`config.mk`:
```
export PLATFORM = sky130hd
export DESIGN_NAME = ctl_rf_top
export DESIGN_NICKNAME = d
export VERILOG_FILES = /design/src/rtl/ctl_rf_pkg.sv /design/src/rtl/ctl_bank.sv /design/src/rtl/ctl_asi_sel.sv /design/src/rtl/ctl_decode.sv /design/src/rtl/ctl_rf_top.sv
export SDC_FILE = /design/constraint.sdc
export NUM_CORES = 2
export LEC_CHECK = 0
export BUFFER_PORTS_ARGS = -buffer_cell sky130_fd_sc_hd__buf_2
export CAP_MARGIN = 5
export CORE_AREA = 2 2 598 362
export CTS_CLUSTER_SIZE = 12
export DETAILED_ROUTE_END_ITERATION = 10
export DIE_AREA = 0 0 600 364
export HOLD_SLACK_MARGIN = 0.12
export PLACE_DENSITY = 0.66
export SLEW_MARGIN = 40
export SYNTH_ARGS = -nofsm -noshare
export SYNTH_HDL_FRONTEND = slang
export SYNTH_SLANG_ARGS = --single-unit
```
`constraint.sdc`:
```
create_clock -name clk -period 9 [get_ports clk]
set_input_delay 2.7 -clock clk [delete_from_list [all_inputs] [get_ports clk]]
set_output_delay 2.7 -clock clk [all_outputs]
set_load 0.01 [all_outputs]
```
`src/rtl/ctl_rf_pkg.sv`:
```
`timescale 1ns/1ps
package ctl_rf_pkg;
    localparam int NUM_IDX    = 15;
    localparam int NUM_BANKED = 5;
    localparam int PSW_W      = 12;
    localparam int TT_W       = 9;
    localparam int CLE_BIT    = 9;
    localparam int PEF_BIT    = 4;
    localparam int HP_RED     = 5;
    localparam int HP_PRIV    = 2;
    localparam int HP_TLZ     = 0;

    localparam logic [TT_W-1:0] POR_TT = 9'h001;

    localparam logic [7:0] ASI_PRIM    = 8'h80;
    localparam logic [7:0] ASI_PRIM_LE = 8'h88;
    localparam logic [7:0] ASI_NUC     = 8'h04;
    localparam logic [7:0] ASI_NUC_LE  = 8'h0C;
    localparam logic [7:0] ASI_REAL    = 8'h14;

    typedef enum logic [4:0] {
        IX_TPC    = 5'd0,
        IX_TNPC   = 5'd1,
        IX_TSTATE = 5'd2,
        IX_TTYPE  = 5'd3,
        IX_HTSTAT = 5'd4,
        IX_TBASE  = 5'd5,
        IX_PSW    = 5'd6,
        IX_TLVL   = 5'd7,
        IX_GLVL   = 5'd8,
        IX_HPSW   = 5'd9,
        IX_HTBASE = 5'd10,
        IX_SOFTI  = 5'd11,
        IX_HPEND  = 5'd12,
        IX_WINP   = 5'd13,
        IX_VER    = 5'd14
    } ctl_idx_e;

    localparam logic [PSW_W-1:0] PSW_RST  = PSW_W'(1) << PEF_BIT;
    localparam logic [PSW_W-1:0] HPSW_RST = (PSW_W'(1) << HP_RED) | (PSW_W'(1) << HP_PRIV);
endpackage

```
`src/rtl/ctl_bank.sv`:
```
`timescale 1ns/1ps
module ctl_bank #(
    parameter int            W       = 64,
    parameter int            DEPTH   = 6,
    parameter int            SW      = (DEPTH > 1) ? $clog2(DEPTH) : 1,
    parameter logic [W-1:0]  TOP_RST = '0
) (
    input  logic          clk,
    input  logic          rst_n,
    input  logic          we,
    input  logic [SW-1:0] sel,
    input  logic [W-1:0]  wdata,
    output logic [W-1:0]  rdata
);
    logic [W-1:0] slot [DEPTH];

    for (genvar i = 0; i < DEPTH; i++) begin : g_slot
        localparam logic [W-1:0] RST_V = (i == DEPTH - 1) ? TOP_RST : '0;
        always_ff @(posedge clk) begin
            if (!rst_n)
                slot[i] <= RST_V;
            else if (we && (sel == SW'(i)))
                slot[i] <= wdata;
        end
    end

    always_comb begin
        rdata = '0;
        for (int i = 0; i < DEPTH; i++)
            if (sel == SW'(i))
                rdata = slot[i];
    end
endmodule

```
`src/rtl/ctl_asi_sel.sv`:
```
`timescale 1ns/1ps
module ctl_asi_sel
    import ctl_rf_pkg::*;
#(
    parameter int MAX_PTL = 2,
    parameter int TLW     = 3
) (
    input  logic [TLW-1:0] tl,
    input  logic           little,
    output logic [7:0]     inst_id,
    output logic [7:0]     data_id
);
    always_comb begin
        if (tl == '0) begin
            inst_id = little ? ASI_PRIM_LE : ASI_PRIM;
            data_id = inst_id;
        end else if (tl <= TLW'(MAX_PTL)) begin
            inst_id = ASI_NUC;
            data_id = little ? ASI_NUC_LE : ASI_NUC;
        end else begin
            inst_id = ASI_REAL;
            data_id = ASI_REAL;
        end
    end
endmodule

```
`src/rtl/ctl_decode.sv`:
```
`timescale 1ns/1ps
module ctl_decode
    import ctl_rf_pkg::*;
(
    input  logic [4:0]         idx,
    input  logic               tl_zero,
    output logic [NUM_IDX-1:0] sel,
    output logic               bad
);
    logic known;
    logic banked;

    assign known  = (idx < 5'(NUM_IDX));
    assign banked = (idx < 5'(NUM_BANKED));
    assign bad    = !known || (banked && tl_zero);

    for (genvar k = 0; k < NUM_IDX; k++) begin : g_sel
        assign sel[k] = (idx == 5'(k));
    end
endmodule

```
`src/rtl/ctl_rf_top.sv`:
```
`timescale 1ns/1ps
module ctl_rf_top
    import ctl_rf_pkg::*;
#(
    parameter int MAX_TL  = 6,
    parameter int MAX_PTL = 2,
    parameter int MAX_GL  = 3,
    parameter int NWIN    = 8
) (
    input  logic        clk,
    input  logic        rst_n,
    input  logic        acc_en,
    input  logic        acc_wr,
    input  logic [4:0]  acc_idx,
    input  logic [63:0] wr_data,
    output logic [63:0] rd_data,
    output logic        err,
    output logic [7:0]  inst_asi,
    output logic [7:0]  data_asi
);
    localparam int XLEN = 64;
    localparam int TLW  = $clog2(MAX_TL + 1);
    localparam int GLW  = $clog2(MAX_GL + 1);
    localparam int CWW  = (NWIN > 1) ? $clog2(NWIN) : 1;
    localparam int BSW  = (MAX_TL > 1) ? $clog2(MAX_TL) : 1;
    localparam logic [XLEN-1:0] VER_WORD =
        XLEN'({8'(MAX_GL), 8'(MAX_TL), 8'(NWIN)});
    localparam logic [XLEN-1:0] TBA_MASK = ~XLEN'(16'h7FFF);

    logic [TLW-1:0]   tl_q;
    logic [GLW-1:0]   gl_q;
    logic [CWW-1:0]   cwp_q;
    logic [PSW_W-1:0] pstate_q;
    logic [PSW_W-1:0] hpstate_q;
    logic [XLEN-1:0]  tba_q;
    logic [XLEN-1:0]  htba_q;
    logic [XLEN-1:0]  softint_q;
    logic [XLEN-1:0]  hintp_q;
    logic [XLEN-1:0]  rd_q;
    logic             err_q;
    logic [7:0]       iasi_q;
    logic [7:0]       dasi_q;

    logic [NUM_IDX-1:0] sel;
    logic               bad;
    logic               wr_ok;
    logic               rd_go;
    logic [NUM_IDX-1:0] we;

    ctl_decode u_dec (
        .idx     (acc_idx),
        .tl_zero (tl_q == '0),
        .sel     (sel),
        .bad     (bad)
    );

    assign wr_ok = acc_en && acc_wr && !bad;
    assign rd_go = acc_en && !acc_wr;
    assign we    = wr_ok ? sel : '0;

    // Banked trap-save copies, addressed by trap level minus one
    logic [TLW-1:0]  tl_dec;
    logic [BSW-1:0]  bank_sel;
    logic [XLEN-1:0] bank_rv [NUM_BANKED];

    assign tl_dec   = tl_q - TLW'(1);
    assign bank_sel = tl_dec[BSW-1:0];

    for (genvar b = 0; b < NUM_BANKED; b++) begin : g_bank
        localparam int BW = (b == int'(IX_TTYPE)) ? TT_W : XLEN;
        localparam logic [BW-1:0] TOP_V = (b == int'(IX_TTYPE)) ? BW'(POR_TT) : '0;
        logic [BW-1:0] rv;
        ctl_bank #(
            .W       (BW),
            .DEPTH   (MAX_TL),
            .SW      (BSW),
            .TOP_RST (TOP_V)
        ) u_bank (
            .clk   (clk),
            .rst_n (rst_n),
            .we    (we[b]),
            .sel   (bank_sel),
            .wdata (wr_data[BW-1:0]),
            .rdata (rv)
        );
        assign bank_rv[b] = XLEN'(rv);
    end

    // Clamped and wrapped write values
    logic [TLW-1:0] tl_wval;
    logic [GLW-1:0] gl_wval;
    logic [CWW-1:0] cwp_wval;

    assign tl_wval  = (wr_data > XLEN'(MAX_TL)) ? TLW'(MAX_TL) : wr_data[TLW-1:0];
    assign gl_wval  = (wr_data > XLEN'(MAX_GL)) ? GLW'(MAX_GL) : wr_data[GLW-1:0];
    assign cwp_wval = CWW'(wr_data % XLEN'(NWIN));

    always_ff @(posedge clk) begin
        if (!rst_n) begin
            tl_q      <= TLW'(MAX_TL);
            gl_q      <= GLW'(MAX_GL);
            cwp_q     <= '0;
            pstate_q  <= PSW_RST;
            hpstate_q <= HPSW_RST;
            tba_q     <= '0;
            htba_q    <= '0;
            softint_q <= '0;
            hintp_q   <= '0;
        end else begin
            if (we[IX_TLVL])   tl_q      <= tl_wval;
            if (we[IX_GLVL])   gl_q      <= gl_wval;
            if (we[IX_WINP])   cwp_q     <= cwp_wval;
            if (we[IX_PSW])    pstate_q  <= wr_data[PSW_W-1:0];
            if (we[IX_HPSW])   hpstate_q <= wr_data[PSW_W-1:0];
            if (we[IX_TBASE])  tba_q     <= wr_data & TBA_MASK;
            if (we[IX_HTBASE]) htba_q    <= wr_data;
            if (we[IX_SOFTI])  softint_q <= wr_data;
            if (we[IX_HPEND])  hintp_q   <= wr_data;
        end
    end

    // Implicit identifiers: recomputed from post-write values
    logic [TLW-1:0] tl_nx;
    logic           cle_nx;
    logic [7:0]     iasi_nx;
    logic [7:0]     dasi_nx;

    assign tl_nx  = we[IX_TLVL] ? tl_wval : tl_q;
    assign cle_nx = we[IX_PSW] ? wr_data[CLE_BIT] : pstate_q[CLE_BIT];

    ctl_asi_sel #(
        .MAX_PTL (MAX_PTL),
        .TLW     (TLW)
    ) u_asi (
        .tl      (tl_nx),
        .little  (cle_nx),
        .inst_id (iasi_nx),
        .data_id (dasi_nx)
    );

    always_ff @(posedge clk) begin
        if (!rst_n) begin
            iasi_q <= ASI_REAL;
            dasi_q <= ASI_REAL;
        end else if (we[IX_TLVL] || we[IX_PSW]) begin
            iasi_q <= iasi_nx;
            dasi_q <= dasi_nx;
        end
    end

    // Read path
    logic [XLEN-1:0] rd_nx;

    always_comb begin
        case (acc_idx)
            IX_TPC:    rd_nx = bank_rv[0];
            IX_TNPC:   rd_nx = bank_rv[1];
            IX_TSTATE: rd_nx = bank_rv[2];
            IX_TTYPE:  rd_nx = bank_rv[3];
            IX_HTSTAT: rd_nx = bank_rv[4];
            IX_TBASE:  rd_nx = tba_q;
            IX_PSW:    rd_nx = XLEN'(pstate_q);
            IX_TLVL:   rd_nx = XLEN'(tl_q);
            IX_GLVL:   rd_nx = XLEN'(gl_q);
            IX_HPSW:   rd_nx = XLEN'(hpstate_q);
            IX_HTBASE: rd_nx = htba_q;
            IX_SOFTI:  rd_nx = softint_q;
            IX_HPEND:  rd_nx = hintp_q;
            IX_WINP:   rd_nx = XLEN'(cwp_q);
            IX_VER:    rd_nx = VER_WORD;
            default:   rd_nx = '0;
        endcase
    end

    always_ff @(posedge clk) begin
        if (!rst_n) begin
            rd_q  <= '0;
            err_q <= 1'b0;
        end else begin
            err_q <= acc_en && bad;
            if (rd_go)
                rd_q <= bad ? '0 : rd_nx;
        end
    end

    assign rd_data  = rd_q;
    assign err      = err_q;
    assign inst_asi = iasi_q;
    assign data_asi = dasi_q;
endmodule

```
==> flow_summary_export.csv <==
group,metric,value,unit
floorplan,rows,132,
placement,dp.cells,9844,
hold_path,min_path_type,"register to register",
global_routing,grt_pass1_wl,433000,um
sta,period_minus_slack,5780,ps
routing,drt_wl_total,304000,um
logic_synthesis,synth_area,0.0869,mm2
power,clockPowerShare,41.5,%
clock_tree,cts_hold_buffers,0,
power,peakVddDrop,0.161,mV
clock_tree,ctsResizeCount,0,
global_routing,antenna_found_initial,34,
sta,max_slew_margin,36.6,%
power,comb_power_share,3.8,%
global_routing,grt_overflow,0,
global_routing,grt_pass1_vias,58600,
floorplan,die_x,600,um
cells_and_area,synthToLayoutAreaGrowth,10.6,%
placement,dp_hpwl,170000,um
placement,port_buffers,145,
logic_synthesis,yosysSeqAreaShare,62.8,%
cells_and_area,final_util,44.9,%
sta,slew_viol_final,0,
clock_tree,cts_setup_buffers,0,
logic_synthesis,synth_edf_count,1590,
routing,ant_nets,0,
logic_synthesis,yosys_most_used_dff,"edfxtp_1",
clock_tree,clk_latency,870,ps
clock_tree,cts_num_sinks,1933,
logic_synthesis,syn_inst,7434,
flow_run,maxCapViolations,0,
logic_synthesis,synth_area_leader_cell,"edfxtp_1",
routing,wire_per_inst,29.8,um
worst_setup_path,startpoint_type,"input pin",
worst_setup_path,path_class,"input pin to register",
logic_synthesis,synth_cell_types,68,
routing,route.detailed.drc,0,
cells_and_area,fin_cells,10200,
worst_setup_path,r2r_start,"tl_q[2]$_SDFF_PN1_",
worst_setup_path,path_max_fanout,28,
logic_synthesis,ys_ff_latch,1933,
power,switching_power,4100,uW
global_routing,grt_usage,27.3,%
power,swShare,22.6,%
logic_synthesis,netlist.area_leader.share,54.9,%
power,power.leakage,0.0340,uW
sta,finalWorstSetupSlack,3220,ps
run_status,status,"finished clean",
sta,grt_setup_unrepaired,"no",
sta,setup_viol,0,
worst_setup_path,cp.required,9460,ps
logic_synthesis,yosysWarnings,0,
sta,hold_viol_final,0,
worst_setup_path,critPathLaunch,"acc_idx[1]",
sta,clock.fmax,173,MHz
routing,drtIter0Drc,11100,
logic_synthesis,synthArstFlopShare,0,%
clock_tree,clk_pin_slew,60,ps
sta,tightest_slew,950,ps
routing,via_count,62200,
floorplan,fp.dieH,364,um
worst_setup_path,critPathCaptureType,"register",
floorplan,core_region_area,0.214,mm2
sta,post-route-period-util,64.2,%
cells_and_area,drive_above_1_share,11.4,%
worst_setup_path,cp_data_arrival_time,6240,ps
power,p_seq_share,54.6,%
clock_tree,cts_root_buf,"clkbuf_16",
placement,gp_congestion,0.877,
power,p_per_area,189,mW/mm2
sta,setup_tns,0,ps
floorplan,ioPinCount,154,
placement,place_ws,2560,ps
routing,drt-pass1-iter-count,6,
hold_path,min_from,"softint_q[6]$_SDFFE_PN0P_",
global_routing,grt_max_degree,146,
clock_tree,cts_buffer_depth,4,
floorplan,initial_core_util,40.6,%
clock_tree,numCtsBuffers,191,
floorplan,dieArea,0.218,mm2
power,internal-power,14100,uW
routing,viasPerCell,6.09,
sta,skew,39.3,ps
cells_and_area,final_net_count,7236,
clock_tree,h-tree-depth,4,
logic_synthesis,syn_area_per_cell,11.7,um2
logic_synthesis,synth_area_leaders,"edfxtp_1, and2_1, dfxtp_1",
clock_tree,tritoncts,"built",
## sequential cells by signal (all words and copies together) (netlist names)
register	count
rd_data	64
htba_q	64
gl_q	2
g_bank.u_bank.slot	1590
err	1
pstate_q	12
data_asi	3
inst_asi	2
hintp_q	64
cwp_q	3
softint_q	64
hpstate_q	12
tba_q	49
tl_q	3
## power groups by stage
stage / Sequential [uW] / Combinational, uW / Clock (uW)
after floorplan: 10100 / 336 / 0
final: 9920 / 697 / 7540
after global routing: 9930 / 714 / 7940
after global placement: 10100 / 648 / 0
after CTS: 9920 / 670 / 7570
after detailed placement: 10100 / 669 / 0
## cell usage in the layout, fill, tap and decap left out, types with 52 or more instances in the layout
master and instances:
a211oi_1 150, a21oi_1 460, a221oi_1 174, a22o_1 61, a22oi_1 109, and2_1 1568, buf_2 142, buf_4 115
clkbuf_1 132, clkbuf_16 195, dfxtp_1 340, edfxtp_1 1590, mux2_2 201, mux2i_1 140, nand2_1 623, nor2_1 297
nor2b_1 52, nor3_1 52, nor4_1 54, o211ai_1 60, o21ai_0 281, o22ai_1 109
## critical path, stage by stage
cell and delay, ps:
buf_2 460, nor2b_1 740, and2_4 490, nand2_4 290, o21ai_4 790, buf_4 660
## final timing paths
kind,to,slack [ps],cells after the start
min reg2reg,softint_q[6]$_SDFFE_PN0P_,450,2
max,g_bank[2].u_bank.slot[0][29]$_SDFFCE_PN0P_,3220,6
max reg2reg,g_bank[1].u_bank.slot[2][87]$_SDFFCE_PN0P_,3970,8
min,softint_q[6]$_SDFFE_PN0P_,450,2
## final cells by class
type	count	area, um2
Multi-Input combinational cell	4713	29600
Clock buffer	331	5420
Clock inverter	13	80.1
Antenna cell	12	30.0
Sequential cell	1933	54600
Timing Repair Buffer	319	2700
Tap cell	2881	3600
Fill cell	19100	118000
Inverter	5	37.5
## synth_stat cells (5+ instances only)
| cell | instances |
|---|---|
| a222oi_1 | 9 |
| o22ai_1 | 109 |
| a211oi_1 | 151 |
| nand2b_1 | 5 |
| clkbuf_1 | 587 |
| dfxtp_1 | 343 |
| and3_1 | 12 |
| nor4_1 | 59 |
| edfxtp_1 | 1590 |
| a22oi_1 | 109 |
| nor2_2 | 23 |
| a31oi_1 | 11 |
| nor3_1 | 54 |
| mux2_2 | 201 |
| o21ai_0 | 306 |
| a2111oi_0 | 5 |
| a32oi_1 | 17 |
| buf_1 | 43 |
| nor2_1 | 298 |
| nand4_1 | 10 |
| a2bb2oi_1 | 9 |
| o2bb2ai_1 | 10 |
| buf_4 | 18 |
| buf_2 | 128 |
| nand2_1 | 627 |
| o221ai_1 | 39 |
| o211ai_1 | 60 |
| a221oi_1 | 176 |
| buf_6 | 14 |
| a22o_1 | 61 |
| nand3b_1 | 5 |
| a21o_1 | 7 |
| nor2b_1 | 56 |
| nand3_1 | 39 |
| mux2i_1 | 140 |
| a21oi_1 | 460 |
| nand2_2 | 5 |
| and2_1 | 1581 |
## routing by layer
layer,routed length [um],part of all wire [%],vias to the layer above,track usage (%)
li1,-,-,26200,-
met1,122000,40,30900,39.3
met2,129000,43,4480,39.7
met3,40700,13,667,6.97
met4,11900,3.9,4,9.55
met5,23,0.0076,-,0
## cells by family after synthesis
logic type	after synthesis	share of synthesized area (%)
simple gates	2791	17.4
flops	1933	62.8
compound gates	1573	11.7
buf+inv	795	3.82
mux	341	4.22
other cells	1	0.00431
## stage by stage
stage / total power [uW] / hold WS (ps) / instance area [um2]
final: 18200 / 452 / 96100
after global routing: 18600 / 471 / 96100
after CTS: 18200 / 455 / 95900
after detailed placement: 10800 / 443 / 90400
after global placement: 10700 / 436 / 89900
after floorplan: 10500 / 433 / 86900
No activity file was read; power rests on OpenSTA's default activity.
